## src/rtl/cfg_rd_pkg.sv

```systemverilog
package cfg_rd_pkg;

    typedef enum logic [0:0] {
        SEQ_STREAM = 1'b0,
        SEQ_SPENT  = 1'b1
    } seq_phase_e;

    function automatic int idx_w(input int n);
        return (n > 1) ? $clog2(n) : 1;
    endfunction

endpackage

```

## src/rtl/cfg_por_timer.sv

```systemverilog
module cfg_por_timer #(
    parameter int POR_CYCLES = 16,
    localparam int CW = $clog2(POR_CYCLES + 1)
) (
    input  logic clk,
    input  logic rst_n,
    output logic por_done
);

    typedef struct packed {
        logic [CW-1:0] cnt;
        logic          done;
    } por_t;

    por_t st_d, st_q;

    always_comb begin
        st_d = st_q;
        if (!st_q.done) begin
            st_d.cnt = st_q.cnt + 1'b1;
            if (st_q.cnt == CW'(POR_CYCLES - 1)) st_d.done = 1'b1;
        end
    end

    always_ff @(posedge clk or negedge rst_n) begin
        if (!rst_n) st_q <= '0;
        else        st_q <= st_d;
    end

    assign por_done = st_q.done;

endmodule

```

## src/rtl/cfg_bit_store.sv

```systemverilog
module cfg_bit_store #(
    parameter int DEPTH = 1024,
    parameter int AW    = 10
) (
    input  logic          clk,
    input  logic          wr_en,
    input  logic [AW-1:0] wr_addr,
    input  logic          wr_bit,
    input  logic [AW-1:0] rd_addr,
    output logic          rd_bit
);

    logic [DEPTH-1:0] mem_d, mem_q;

    always_comb begin
        mem_d = mem_q;
        if (wr_en && (int'(wr_addr) < DEPTH)) mem_d[wr_addr] = wr_bit;
    end

    always_ff @(posedge clk) begin
        mem_q <= mem_d;
    end

    assign rd_bit = mem_q[rd_addr];

endmodule

```

## src/rtl/cfg_read_seq.sv

```systemverilog
module cfg_read_seq
    import cfg_rd_pkg::*;
#(
    parameter int DEPTH = 1024,
    parameter int AW    = 10
) (
    input  logic          clk,
    input  logic          rst_n,
    input  logic          por_done,
    input  logic          stream_en,
    input  logic          ce_n,
    input  logic          rst_hit,
    output logic [AW-1:0] addr,
    output seq_phase_e    phase
);

    localparam logic [AW-1:0] LAST = AW'(DEPTH - 1);

    typedef struct packed {
        seq_phase_e    phase;
        logic [AW-1:0] addr;
    } seq_t;

    seq_t st_d, st_q;

    always_comb begin
        st_d = st_q;
        if (!por_done || (stream_en && rst_hit)) begin
            st_d.addr  = '0;
            st_d.phase = SEQ_STREAM;
        end else if (stream_en && !ce_n && st_q.phase == SEQ_STREAM) begin
            if (st_q.addr == LAST) st_d.phase = SEQ_SPENT;
            else                   st_d.addr  = st_q.addr + 1'b1;
        end
    end

    always_ff @(posedge clk or negedge rst_n) begin
        if (!rst_n) st_q <= '{phase: SEQ_STREAM, addr: '0};
        else        st_q <= st_d;
    end

    assign addr  = st_q.addr;
    assign phase = st_q.phase;

endmodule

```

## src/rtl/cfg_stream_reader.sv

```systemverilog
module cfg_stream_reader
    import cfg_rd_pkg::*;
#(
    parameter int DEPTH      = 1024,
    parameter int POR_CYCLES = 16,
    localparam int AW        = idx_w(DEPTH)
) (
    input  logic          clk,
    input  logic          rst_n,
    input  logic          ce_n,
    input  logic          rst_oe,
    input  logic          rst_active_low,
    input  logic          stream_en,
    input  logic          load_we,
    input  logic [AW-1:0] load_addr,
    input  logic          load_bit,
    output logic          data_out,
    output logic          data_oe,
    output logic          chain_en_n,
    output logic          ready_pull_low
);

    logic          por_done;
    logic          rst_hit;
    logic          selected;
    logic          cur_bit;
    logic [AW-1:0] rd_addr;
    seq_phase_e    phase;

    // reset level of the shared pin, polarity chosen by the config bit
    assign rst_hit  = rst_oe ^ rst_active_low;
    assign selected = por_done & stream_en & ~ce_n & ~rst_hit;

    cfg_por_timer #(.POR_CYCLES(POR_CYCLES)) u_por (
        .clk      (clk),
        .rst_n    (rst_n),
        .por_done (por_done)
    );

    cfg_read_seq #(.DEPTH(DEPTH), .AW(AW)) u_seq (
        .clk       (clk),
        .rst_n     (rst_n),
        .por_done  (por_done),
        .stream_en (stream_en),
        .ce_n      (ce_n),
        .rst_hit   (rst_hit),
        .addr      (rd_addr),
        .phase     (phase)
    );

    cfg_bit_store #(.DEPTH(DEPTH), .AW(AW)) u_mem (
        .clk     (clk),
        .wr_en   (load_we),
        .wr_addr (load_addr),
        .wr_bit  (load_bit),
        .rd_addr (rd_addr),
        .rd_bit  (cur_bit)
    );

    assign data_oe        = selected & (phase == SEQ_STREAM);
    assign data_out       = data_oe & cur_bit;
    assign chain_en_n     = ~(selected & (phase == SEQ_SPENT));
    assign ready_pull_low = ~por_done;

endmodule

```

## config.mk

```make
export PLATFORM = sky130hd
export DESIGN_NAME = cfg_stream_reader
export DESIGN_NICKNAME = d
export VERILOG_FILES = /design/src/rtl/cfg_rd_pkg.sv /design/src/rtl/cfg_por_timer.sv /design/src/rtl/cfg_bit_store.sv /design/src/rtl/cfg_read_seq.sv /design/src/rtl/cfg_stream_reader.sv
export SDC_FILE = /design/constraint.sdc
export NUM_CORES = 1
export LEC_CHECK = 0
export ABC_AREA = 1
export BUFFER_PORTS_ARGS = -buffer_cell sky130_fd_sc_hd__buf_2
export CORE_ASPECT_RATIO = 0.9
export CORE_UTILIZATION = 45
export DETAILED_ROUTE_END_ITERATION = 6
export PLACE_DENSITY_LB_ADDON = 0.05
export SKIP_CTS_REPAIR_TIMING = 1
export SLEW_MARGIN = 20
export SYNTH_ARGS = -nofsm -noshare
export SYNTH_HDL_FRONTEND = slang
export SYNTH_HIERARCHICAL = 1
export SYNTH_SLANG_ARGS = --single-unit
```

## constraint.sdc

```tcl
create_clock -name clk -period 3.4 [get_ports clk]
set_input_delay 0.34 -clock clk [delete_from_list [all_inputs] [get_ports clk]]
set_output_delay 0.34 -clock clk [all_outputs]
set_load 0.01 [all_outputs]
```

* After elaboration in Yosys (flattened, before gate mapping) *
Index checks and enable logic that the tools add are counted.
Widths: inputs -> output; s select.

cells by class
  bitwise operators = 12
  add/sub/neg operators = 2
  reductions and logical operators = 11
  $lt $le $gt $ge = 3
  equal/unequal tests = 3
  mux-type cells = 11

operators by type and width
  operator               count
  $bwmux 1024            1
  $lt 10x11->1 const B   2
  $mux 11                2
  $add 10x1->10 const B  1
  $bmux 1 s10            1
  $demux 1 s10           1
  $eq 10x10->1 const B   1
  $ge 10x1->1 const B    1
  $mux 10                1
  $and 1x1->1            6
  $add 5x1->5 const B    1
  $eq 5x4->1 const B     1
  $mux 1                 5
  $not 1->1              5
  $logic_and 1x1->1      4
  $reduce_and 2->1       2
  $reduce_bool 2->1      2
  $logic_not 1->1        2
  $ne 2x1->1 const B     1
  $logic_or 1x1->1       1
  $xor 1x1->1            1

storage, ports and cells
  output and inout port bits = 4
  logic and storage cells = 47
  flip-flop bits (word level) = 1041
  bits of input ports = 18

* Depth between registers and ports, before layout *
  depth after elaboration = 5
  depth in mapped cells = 18
  gate-level depth less buffers = 15

* Cells and area by module *
The synthesis kept the hierarchy.

modules (own cells, without submodules)
  module             seq. area each (um^2)  instances  area each (um^2)  cells an instance
  cfg_bit_store      30749.5                1          46225.6           4645
  cfg_read_seq       275.3                  1          709.4             101
  cfg_por_timer      150.1                  1          301.5             34
  cfg_stream_reader  0.0                    1          71.3              15

* Worst setup path after synthesis *
OpenSTA, ideal clock, no wires.

  kind = reg2out
  from = register u_seq.st_q (netlist bit u_seq/addr[0])
  to = output port data_out
  path slack = 1.231 ns
  data required time = 3.060 ns
  data arrival time = 1.829 ns
  stages on the path, launching flop included = 19
  buffers on the path = 3
  cell sequence = dfrtp_1 buf_6 inv_8 buf_6 buf_4 nand2_1 nand3_1 nand3_1 nand3_1 nand3_1 nand3_1 nand3_1 nand2_1 nand2_1 nand3_1 nand3_1 nand2_1 inv_1 nor2_2

on the way
  cells in the longest elaborated chain, start to end = 3

RTL lines
  what                          line                     text
  start, declared               cfg_read_seq.sv:24       seq_t st_d, st_q;
  start signal, assigned        cfg_read_seq.sv:38       if (!rst_n) st_q <= '{phase: SEQ_STREAM, addr: '0};
  start signal, assigned        cfg_read_seq.sv:39       else st_q <= st_d;
  $bmux 1 s10                   cfg_bit_store.sv:24      assign rd_bit = mem_q[rd_addr];
  $mux 1 (implied by the code)  cfg_bit_store.sv:24
  named net cur_bit             cfg_stream_reader.sv:26  logic cur_bit;
  $and 1x1->1                   cfg_stream_reader.sv:61  assign data_out = data_oe & cur_bit;
  end, declared                 cfg_stream_reader.sv:17  output logic data_out,

The timed path passes the listed nets, and every way through them passes these cells. The select of a mux whose other input is x is not followed.

* Worst setup path after layout *
Ends and elaborated chain as after synthesis.

==> reports/metrics.yaml <==
outcome: "complete, but fails checks"
violations: "negative setup slack"
cts_sinks: 1041
min_path_type: "in -> reg"
cp_slowest_cell: "dfrtp_4"
seq_area_sq_um: 31200
cts_buffers: 111
crit_path_max_fanout: 6
cp-start-kind: "flip-flop"
finalSetupViolCount: 1
yosysUniqueCellTypes: 27
ys_seq_elements: 1041
crit_family: "simple AND/OR/NAND/NOR gates"
syn_area_per_cell_sq_um: 9.87
worst_pin_slew_ns: 1.10
start_util: 0.455
p_per_area_nw_per_um2: 583
grt_first_pass_wirelength_mm: 227
final_hold_viol_count: 0
cts_max_level: 3
syn_area_sq_um: 47300
drv_cap: 0
grt_overflow: 0
p_leak_nw: 18.9
cts-root-buf: "clkbuf_16"
netlist_instances: 4795
cp_slowest_stage_delay_ns: 0.52
coreArea_sq_um: 104000
vdd_ir_drop_max_uv: 397
hpwl_mm: 80.0
ys_warn_count: 6
critPathRequiredTime_ns: 3.06
path_cells: "buf_12 > clkinv_16 > buf_12 > clkbuf_16 > buf_12 > buf_8 > nand2_1 > nand3_1 > nand3_1 > nand3_1 > nand3_1 > nand3_2 > nand3_2 > nand2_2 > nand2_2 > nand3_2 > nand3_2 > nand2_4 > inv_2 > nor2_2 > buf_2"
final_common_cell: "nand2_1"
clock_path_buffers: 3
finalNonFillerCells: 6254
cp.arrival_ns: 3.30
clkTransAtPathRegs_ns: 0.06
finalClockSkew_ns: 0.00971
die_h_um: 310
crit_type: "reg -> out"
ioPinCount: 22
grt_pass1_vias: 33100
gp_routability_congestion: 0.793
min_period_ns: 3.64
place_ws_ns: 0.149
final_cell_mix: "nand2_1, nor2_1, edfxtp_1, nand3_1, clkbuf_16"
first_pass_iters: 6
dieArea_sq_um: 106000
fin_crit_sh: 1.07
post_dp_cell_area_sq_um: 49400
fmax_ghz: 0.275
vias: 36100
postRouteAntennaNets: 0
finalMaxSlewViolations: 0
placed_cells: 5977
cts_tree: "yes"
die_w_um: 344
relSlewSlack: 0.263
io_buffers: 21
seq_area_frac_synth: 0.659
drc: 0
syn_nets: 4816
clock_latency_ns: 0.70
multi_input_area_sq_um: 14400
fillers: 9439
drt-initial-drc-count: 4502
end_kind: "output pin"
routed_via_density: 5.77
drive_gt1_frac: 0.129
antenna_found_initial: 2
wire_per_inst_um: 26.2
globalRouteTotalUtil: 0.294
final.setup.tns_ns: -0.237
critPathBufInv: 8
stdcell_area_sq_um: 55200
final_core_util: 0.530
num_rows: 112
area_growth_syn_to_layout_pct: 16.6
layout_setup_ws_ns: -0.237
nets: 4817
grt_max_degree: 126
wl_mm: 164
rsz0062_at_grt: "true"
diodes: 0
[where the power goes]
group	internal, mW	switching (mW)	total, mW
logic	2.35	3.93	6.28
registers	14.1	0.0265	14.1
clock network	6.63	5.11	11.7
total	23.1	9.07	32.2
[logic make-up after synthesis]
family / Yosys count / share of synthesized area
xor+xnor: 3 / 0.000556
fa+ha+maj: 3 / 0.000794
simple gates: 3258 / 0.288
compound gates: 9 / 0.000952
buf+inv: 481 / 0.0512
flops: 1041 / 0.659
[flip-flops by register name (all words and copies together) (netlist names)]
signal          count
u_mem/mem_q      1024
u_seq/addr         10
u_por/st_q          5
u_por/por_done      1
u_seq/phase         1
[cells in the mapped netlist]
cell | n | area [sq um]
buf_2 | 110 | 551
nand3_1 | 1031 | 5160
clkbuf_1 | 185 | 694
nor2_2 | 5 | 31.3
nand4_1 | 1 | 6.26
a21oi_1 | 4 | 20.0
nor3_1 | 19 | 95.1
inv_2 | 2 | 7.51
buf_4 | 21 | 158
ha_1 | 3 | 37.5
xnor2_1 | 1 | 8.76
nor2_4 | 2 | 22.5
nor3b_1 | 1 | 7.51
xor2_1 | 2 | 17.5
nand2_1 | 1154 | 4330
buf_1 | 50 | 188
buf_6 | 52 | 586
edfxtp_1 | 1024 | 30700
or2_1 | 1 | 6.26
nand3_2 | 2 | 20.0
inv_1 | 60 | 225
nand2_2 | 5 | 31.3
o21ai_1 | 2 | 10.0
inv_8 | 1 | 11.3
o21ai_0 | 3 | 15.0
dfrtp_1 | 17 | 425
nor2_1 | 1037 | 3890
[worst min-delay path, cell delays in order]
cell and delay (ns):
buf_2 0.12, nor2_1 0.05, a21oi_1 0.13, nor2_1 0.05
[per-layer routing]
| layer | vias to the layer above | share of wire | global-route usage |
|---|---|---|---|
| met2 | 1549 | 0.46 | 0.459 |
| met4 | 0 | 0.023 | 0.0684 |
| li1 | 16200 | - | - |
| met1 | 18100 | 0.44 | 0.437 |
| met3 | 239 | 0.083 | 0.0374 |
| met5 | - | 0 | 0 |
[through the flow]
step / hold WS, ns / total power [mW]
after floorplan: 0.0444 / 17.6
after global placement: 0.368 / 19.3
after detailed placement: 0.369 / 19.3
after CTS: -0.392 / 30.9
after global routing: 0.0522 / 33.2
final: 0.0114 / 32.2
[cell type report]
cell class,count,area share
clock inverter,59,0.00837
inverter,63,0.00526
tap,1368,0.0310
timing repair buffer,303,0.0735
sequential,1041,0.566
timing repair inverter,3,0.00104
clock buffer,144,0.0538
multi-input combinational,3273,0.261
[final timing paths]
| path | slack, ns | depth (start not counted) | end | from |
|---|---|---|---|---|
| max | -0.24 | 21 | data_out | u_seq/addr[0] |
| min | 0.01 | 4 | u_seq/phase | ce_n |
| max reg2reg | 0.78 | 13 | u_seq/addr[5] | u_seq/addr[0] |
| min reg2reg | 0.49 | 2 | u_por/st_q[4] | u_por/st_q[4] |
| max in group asynchronous | 2.78 | 2 | u_seq/addr[3] | rst_n |
| min in group asynchronous | 0.16 | 2 | u_seq/phase | rst_n |
Note: power is estimated with default switching activity, not from simulation.
